===== src/rtl/ide_dec_pkg.sv =====
package ide_dec_pkg;
  localparam int NWIN = 5;

  // window index order is also the decode priority
  localparam logic [2:0] W_PCMD  = 3'd0;
  localparam logic [2:0] W_PCTL  = 3'd1;
  localparam logic [2:0] W_SCMD  = 3'd2;
  localparam logic [2:0] W_SCTL  = 3'd3;
  localparam logic [2:0] W_BM    = 3'd4;

  typedef enum logic [1:0] {
    BLK_CMD  = 2'd0,
    BLK_CTL  = 2'd1,
    BLK_BM   = 2'd2,
    BLK_NONE = 2'd3
  } blk_e;

  typedef enum logic [1:0] {
    SZ_BYTE = 2'd0,
    SZ_HALF = 2'd1,
    SZ_WORD = 2'd2,
    SZ_BAD  = 2'd3
  } asz_e;

  typedef enum logic [1:0] {
    ST_IDLE = 2'd0,
    ST_LO   = 2'd1,
    ST_HI   = 2'd2
  } st_e;
endpackage


===== src/rtl/ide_win_match.sv =====
module ide_win_match #(
  parameter int AW   = 16,
  parameter int OW   = 5,
  parameter int SIZE = 8
) (
  input  logic [AW-1:0] base,
  input  logic [AW-1:0] addr,
  output logic          hit,
  output logic [OW-1:0] off
);
  logic [AW:0] limit;

  assign limit = {1'b0, base} + (AW+1)'(SIZE);
  assign hit   = (addr >= base) && ({1'b0, addr} < limit);
  assign off   = OW'(addr - base);
endmodule


===== src/rtl/ide_win_prio.sv =====
module ide_win_prio
  import ide_dec_pkg::*;
#(
  parameter int OW       = 5,
  parameter int BM_SPLIT = 8
) (
  input  logic [NWIN-1:0]         hit,
  input  logic [NWIN-1:0][OW-1:0] offs,
  output logic                    any_hit,
  output blk_e                    blk,
  output logic                    chan,
  output logic [OW-1:0]           off
);
  logic [2:0] sel;

  always_comb begin
    sel = W_BM;
    for (int i = NWIN - 1; i >= 0; i--) begin
      if (hit[i]) sel = 3'(i);
    end
  end

  always_comb begin
    any_hit = |hit;
    off     = offs[sel];
    chan    = 1'b0;
    blk     = BLK_NONE;
    if (any_hit) begin
      unique case (sel)
        W_PCMD:  blk = BLK_CMD;
        W_PCTL:  blk = BLK_CTL;
        W_SCMD:  begin blk = BLK_CMD; chan = 1'b1; end
        W_SCTL:  begin blk = BLK_CTL; chan = 1'b1; end
        default: begin blk = BLK_BM;  chan = (off >= OW'(BM_SPLIT)); end
      endcase
    end
  end
endmodule


===== src/rtl/ide_pio_decode.sv =====
module ide_pio_decode
  import ide_dec_pkg::*;
#(
  parameter int AW       = 16,
  parameter int OW       = 5,
  parameter int CMD_SZ   = 8,
  parameter int CTL_SZ   = 4,
  parameter int BM_SZ    = 16,
  parameter int BM_SPLIT = 8,
  parameter int DATA_OFF = 0,
  parameter int SEL_OFF  = 6,
  parameter int DEV_BIT  = 4
) (
  input  logic          clk,
  input  logic          rst,
  input  logic          cfg_we,
  input  logic [2:0]    cfg_sel,
  input  logic [AW-1:0] cfg_base,
  input  logic          io_en,
  input  logic          bm_en,
  input  logic          acc_valid,
  input  logic          acc_write,
  input  logic [AW-1:0] acc_addr,
  input  logic [1:0]    acc_size,
  input  logic [31:0]   acc_wdata,
  output logic          busy,
  output logic          rsp_valid,
  output logic          rsp_err,
  output logic [31:0]   rsp_rdata,
  input  logic [3:0]    drv_present,
  output logic          drv_valid,
  output logic          drv_write,
  output logic [1:0]    drv_idx,
  output logic          drv_ctrl,
  output logic [OW-1:0] drv_off,
  output logic          drv_hi,
  output logic [15:0]   drv_wdata,
  input  logic [15:0]   drv_rdata,
  output logic          bm_valid,
  output logic          bm_write,
  output logic          bm_chan,
  output logic [OW-1:0] bm_off,
  output logic [1:0]    bm_size,
  output logic [31:0]   bm_wdata,
  input  logic [31:0]   bm_rdata
);
  function automatic int win_sz(input int i);
    case (i)
      0, 2:    return CMD_SZ;
      1, 3:    return CTL_SZ;
      default: return BM_SZ;
    endcase
  endfunction

  logic [AW-1:0]          base_q [NWIN];
  logic [1:0]             dev_q;
  logic [NWIN-1:0]        w_hit;
  logic [NWIN-1:0][OW-1:0] w_off;
  logic                   any_hit;
  blk_e                   blk;
  logic                   chan;
  logic [OW-1:0]          off;
  st_e                    state;
  logic                   two_beat, byte_acc;
  logic [15:0]            wdata_hi;

  for (genvar g = 0; g < NWIN; g++) begin : g_win
    ide_win_match #(.AW(AW), .OW(OW), .SIZE(win_sz(g))) u_match (
      .base (base_q[g]),
      .addr (acc_addr),
      .hit  (w_hit[g]),
      .off  (w_off[g])
    );
  end

  ide_win_prio #(.OW(OW), .BM_SPLIT(BM_SPLIT)) u_prio (
    .hit     (w_hit),
    .offs    (w_off),
    .any_hit (any_hit),
    .blk     (blk),
    .chan    (chan),
    .off     (off)
  );

  asz_e asz;
  logic accept, is_data, size_ok, sel_hit, dev_n;
  logic [1:0] idx_n;

  assign asz     = asz_e'(acc_size);
  assign busy    = (state != ST_IDLE) | rsp_valid;
  assign accept  = acc_valid & ~busy;
  assign is_data = (blk == BLK_CMD) && (off == OW'(DATA_OFF));
  assign size_ok = is_data ? (asz == SZ_HALF || asz == SZ_WORD) : (asz == SZ_BYTE);
  assign sel_hit = acc_write && (blk == BLK_CMD) && (off == OW'(SEL_OFF)) && (asz == SZ_BYTE);
  assign dev_n   = sel_hit ? acc_wdata[DEV_BIT] : dev_q[chan];
  assign idx_n   = {chan, dev_n};

  always_ff @(posedge clk) begin
    if (rst) begin
      for (int i = 0; i < NWIN; i++) base_q[i] <= '0;
      dev_q     <= '0;
      state     <= ST_IDLE;
      rsp_valid <= 1'b0;
      rsp_err   <= 1'b0;
      rsp_rdata <= '0;
      drv_valid <= 1'b0;
      drv_write <= 1'b0;
      drv_idx   <= '0;
      drv_ctrl  <= 1'b0;
      drv_off   <= '0;
      drv_hi    <= 1'b0;
      drv_wdata <= '0;
      bm_valid  <= 1'b0;
      bm_write  <= 1'b0;
      bm_chan   <= 1'b0;
      bm_off    <= '0;
      bm_size   <= '0;
      bm_wdata  <= '0;
      two_beat  <= 1'b0;
      byte_acc  <= 1'b0;
      wdata_hi  <= '0;
    end else begin
      rsp_valid <= 1'b0;
      rsp_err   <= 1'b0;
      if (cfg_we && cfg_base != '0 && int'(cfg_sel) < NWIN)
        base_q[cfg_sel] <= cfg_base;

      unique case (state)
        ST_IDLE: begin
          if (accept) begin
            rsp_rdata <= '0;
            if (!any_hit) begin
              rsp_valid <= 1'b1;
              rsp_err   <= 1'b1;
            end else if (!io_en) begin
              rsp_valid <= 1'b1;
            end else if (blk == BLK_BM) begin
              if (acc_write && !bm_en) begin
                rsp_valid <= 1'b1;
              end else begin
                bm_valid <= 1'b1;
                bm_write <= acc_write;
                bm_chan  <= chan;
                bm_off   <= off;
                bm_size  <= acc_size;
                bm_wdata <= acc_wdata;
                state    <= ST_LO;
              end
            end else if (!size_ok) begin
              rsp_valid <= 1'b1;
              rsp_err   <= 1'b1;
            end else begin
              if (sel_hit) dev_q[chan] <= acc_wdata[DEV_BIT];
              if (!drv_present[idx_n]) begin
                rsp_valid <= 1'b1;
              end else begin
                drv_valid <= 1'b1;
                drv_write <= acc_write;
                drv_idx   <= idx_n;
                drv_ctrl  <= (blk == BLK_CTL);
                drv_off   <= off;
                drv_hi    <= 1'b0;
                drv_wdata <= acc_wdata[15:0];
                wdata_hi  <= acc_wdata[31:16];
                two_beat  <= is_data && (asz == SZ_WORD);
                byte_acc  <= (asz == SZ_BYTE);
                state     <= ST_LO;
              end
            end
          end
        end
        ST_LO: begin
          if (bm_valid) begin
            bm_valid  <= 1'b0;
            rsp_valid <= 1'b1;
            if (!bm_write) rsp_rdata <= bm_rdata;
            state     <= ST_IDLE;
          end else begin
            if (!drv_write)
              rsp_rdata[15:0] <= byte_acc ? {8'h00, drv_rdata[7:0]} : drv_rdata;
            if (two_beat) begin
              drv_hi    <= 1'b1;
              drv_wdata <= wdata_hi;
              state     <= ST_HI;
            end else begin
              drv_valid <= 1'b0;
              rsp_valid <= 1'b1;
              state     <= ST_IDLE;
            end
          end
        end
        default: begin
          if (!drv_write) rsp_rdata[31:16] <= drv_rdata;
          drv_valid <= 1'b0;
          drv_hi    <= 1'b0;
          rsp_valid <= 1'b1;
          state     <= ST_IDLE;
        end
      endcase
    end
  end
endmodule


===== config.mk =====
export PLATFORM = sky130hd
export DESIGN_NAME = ide_pio_decode
export DESIGN_NICKNAME = d
export VERILOG_FILES = /design/src/rtl/ide_dec_pkg.sv /design/src/rtl/ide_win_match.sv /design/src/rtl/ide_win_prio.sv /design/src/rtl/ide_pio_decode.sv
export SDC_FILE = /design/constraint.sdc
export NUM_CORES = 1
export LEC_CHECK = 0
export ABC_CLOCK_PERIOD_IN_PS = 5700
export BUFFER_PORTS_ARGS = -buffer_cell sky130_fd_sc_hd__clkbuf_2
export CAP_MARGIN = 20
export CORE_ASPECT_RATIO = 0.8
export CORE_MARGIN = 4
export CORE_UTILIZATION = 57
export CTS_CLUSTER_DIAMETER = 30
export DETAILED_ROUTE_END_ITERATION = 12
export PLACE_DENSITY_LB_ADDON = 0.12
export SETUP_SLACK_MARGIN = 0.4
export SLEW_MARGIN = 20
export SYNTH_ARGS = -nofsm -noshare
export SYNTH_HDL_FRONTEND = slang
export SYNTH_HIERARCHICAL = 1
export SYNTH_SLANG_ARGS = --single-unit

===== constraint.sdc =====
create_clock -name clk -period 5.7 [get_ports clk]
set_input_delay 0.285 -clock clk [delete_from_list [all_inputs] [get_ports clk]]
set_output_delay 0.285 -clock clk [all_outputs]
set_load 0.005 [all_outputs]

==> summary.md <==
| Metric | Value |
|---|---|
| Vias per cell | `5.80` |
| Worst hold margin | `0.0257 ns` |
| Post-synthesis cell count | `1453` |
| Minimum clock period | `5.15 ns` |
| Slowest cell on crit path | `or4_4` |
| Setup Skew | `0.0206 ns` |
| Number of distinct library cells after synthesis | `75` |
| IO Count | `between 200 and 250` |
| Post-route ant nets | `0` |
| First-pass GRT wire length | `59800 um` |
| Die area | `0.0259 mm^2` |
| TNS Setup | `0 ns` |
| Max clock buf depth | `3` |
| Pleak | `7.42 nW` |
| Dpl ws | `between 0.08 and 0.09 ns` |
| Cts-stage hold buffer count | `0` |
| Cell Rows | `49` |
| I/O Buffers | `231` |
| Starting Density | `0.586` |
| Pwr dens | `roughly 280 mW/mm^2` |
| Critical Path RT | `6.05 ns` |
| Flops & latches, synth | `205` |
| Worst setup EP type | `register` |
| Post-Synthesis Cell Area | `0.0133 mm^2` |
| EDFF count, synth | `80` |
| Vert. Die Dim | `145 um` |
| Vias in the first global route | `roughly 11000` |
| Root Driver | `clkbuf_16` |
| Area Overhead vs Synth | `23.1%` |
| Crit share post-route | `0.903` |
| Routability Congestion | `0.919` |
| Ant. Diodes | `0` |
| Sequential area share after synthesis | `0.368` |
| Filler cell count | `about 1700` |
| F_max | `194 MHz` |
| Slowest Stage Delay on Critical Path | `0.60 ns` |
| Initial antenna violation count | `4` |
| Count of warnings emitted by yosys | `6` |
| DRC Markers | `0` |
| TritonRoute pass-1 iters | `5` |
| Post-layout total power | `between 4 and 5 mW` |
| Syn Area/Cell | `9.17 um^2` |
| Worst-Skew Late Latency | `approximately 0.5 ns` |
| Core area | `0.0227 mm^2` |
| Clock Sinks | `205` |
| Rel. slew slack | `0.307` |
| Crit path max fanout | `8` |
| Clock transition at path regs | `0.06 ns` |
| CTS buffer count | `37` |
| CP Cell Sequence | `ha_2 -> and3_4 -> nand3_4 -> nor3_4 -> xnor2_2 -> ha_1 -> nand4_1 -> nor2_2 -> a211o_1 -> a311o_1 -> a22oi_2 -> buf_12 -> or4_4 -> buf_6 -> nor2_4 -> a21oi_4 -> nor3_2 -> or4b_4 -> o21a_1 -> o211ai_1 -> buf_4 -> clkbuf_16 -> mux2i_1 -> nor2_1` |
| Hold Crit Class | `in2reg` |
| Synth Flop Type | `dfxtp_1` |
| Maximum vdd drop | `approximately 0.25 mV` |
| Fin. Hold Viols | `0` |
| Status | `complete, no violations` |
| Share of cells above drive strength 1 | `0.228` |
| Via count | `11795` |
| Post-Route WL | `between 30000 and 40000 um` |
| Finished Layout Cells | `between 2000 and 2500` |
| DPL Wire Length | `28900 um` |
| Starting DRC count in detailed routing | `between 800 and 900` |
| Async SR Flop Fraction | `0` |
| CTS tree | `yes` |
| Total GRT Usage | `0.290` |
| RSZ-0062 raised after global routing | `false` |
| Worst-Margin Slew | `1.04 ns` |
| Slew Limit Fails | `0` |
| Largest net degree at the start of global routing | `a little under 70` |
| Die Span X | `179 um` |
| Crit path launch type | `register` |
| Post-Place Cells | `1950` |
| Final setup fails | `0` |
| Mapped Nets | `1742` |
| Critical Path AT | `5.50 ns` |
| Kind of critical path | `reg2reg` |
| Max-cap violations | `0` |
| Nets | `1990` |
| H-tree depth | `2` |
| Final setup margin | `roughly 0.55 ns` |
| Global route overflow | `0` |
| Wire per inst | `19.5 um` |
[power by group]
part	leakage (nW)	internal, mW	switching (mW)
sequential	1.78	1.59	0.0477
combinational	5.07	0.392	0.537
clock	0.571	1.37	0.733
[final timing paths]
path | start | endpoint | slack, ns | cells past startpoint
max reg2reg | base_q[1][2] | wdata_hi[5] | 0.55 | 24
max | base_q[1][2] | wdata_hi[5] | 0.55 | 24
min | acc_wdata[15] | bm_wdata[15] | 0.03 | 3
min reg2reg | bm_wdata[30] | bm_wdata[30] | 0.45 | 2
[flip-flops by register name (all words and copies together) (netlist names), 2 cells and up]
register	count
base_q	80
bm_wdata	32
rsp_rdata	32
drv_wdata	16
wdata_hi	16
bm_off	5
drv_off	5
bm_size	2
dev_q	2
drv_idx	2
state	2
[metal layers]
metal / GRT usage / part of all wire / wire [um] / vias up
met5: 0 / 0 / 0 / -
met4: 0.105 / 0.034 / 1330 / 0
met3: 0.0561 / 0.083 / 3300 / 103
met2: 0.458 / 0.45 / 17800 / 458
met1: 0.400 / 0.43 / 17200 / 5549
li1: - / - / - / 5685
[worst max-delay path, delay by kind of cell, from the launching register on]
family	cells	cell delay, ns
flops	1	0.42
xor+xnor	1	0.10
mux	1	0.19
simple gates	10	2.29
compound gates	6	0.75
fa+ha+maj	2	0.53
buf+inv	4	0.73
[synth_stat cells, drive strengths merged (4+ instances only)]
cell type	instances	share of area
a22oi	25	0.014
o211ai	6	0.0034
o2bb2ai	16	0.011
clkbuf	47	0.013
and4	12	0.0085
buf	12	0.0055
nand3	38	0.015
fa	5	0.0075
o21ai	28	0.011
nor3b	4	0.0023
a211o	4	0.0026
ha	156	0.15
mux2i	54	0.041
and3	8	0.0049
a21o	15	0.0084
or2	7	0.0035
a211oi	26	0.015
a31oi	6	0.0033
nand2b	12	0.0056
o21a	5	0.0028
nor2	96	0.027
xnor2	69	0.046
a21oi	124	0.047
nor3	32	0.013
and2	82	0.039
nand4	31	0.015
a21boi	4	0.0023
a22o	4	0.0026
edfxtp	80	0.18
dfxtp	125	0.19
nor4	9	0.0042
nand3b	5	0.0028
nand2	118	0.033
inv	122	0.034
nor2b	20	0.0094
[cell families after synthesis]
group	Yosys count	share of synthesized area
buf+inv	182	0.0544
compound gates	291	0.143
xor+xnor	70	0.0466
simple gates	487	0.191
flops	205	0.368
mux	57	0.0431
fa+ha+maj	161	0.154
[area by class of cell]
type,instances,area [um^2],share of cell area
Tap cell,306,383,0.0233
Multi-Input combinational cell,1066,7910,0.482
Clock buffer,46,1020,0.0623
Inverter,123,474,0.0289
Timing Repair Buffer,268,1530,0.0935
Sequential cell,205,4900,0.299
Clock inverter,19,184,0.0112
[layout by cell type, fill, tap and decap left out, types with 7 or more instances in the layout]
cell type   synthesis  routed
clkbuf_2            0     230
ha_1              156     154
dfxtp_1           125     125
inv_1             122     122
nand2_1           118     118
a21oi_1           123     116
nor2_1             96      92
and2_1             81      81
edfxtp_1           80      80
xnor2_1            68      67
mux2i_1            54      54
clkbuf_16           0      42
nand3_1            36      34
nand4_1            31      31
buf_4               0      30
nor3_1             30      27
o21ai_0            27      26
a211oi_1           25      24
a22oi_1            25      24
nor2b_1            20      20
o2bb2ai_1          16      16
a21o_1             15      15
nand2b_1           12      11
and4_1              8       8
clkinvlp_4          0       7
[repair_timing]
action / 4_1_cts / 5_1_grt
gates cloned: 0 / 3
resized for setup: 7 / 33
hold endpoints to repair: 0 / 0
buffers inserted: 2 / 13
pin swaps: 2 / 20
endpoints found under the setup margin: 45 / 46
[stage by stage]
stage / cell area (um^2) / util
6_report: 16400 / 0.721
5_1_grt: 16400 / 0.721
4_1_cts: 16100 / 0.707
3_5_place_dp: 14800 / 0.651
3_3_place_gp: 14800 / 0.651
2_1_floorplan: 13300 / -
(Power assumes the default switching activity.)
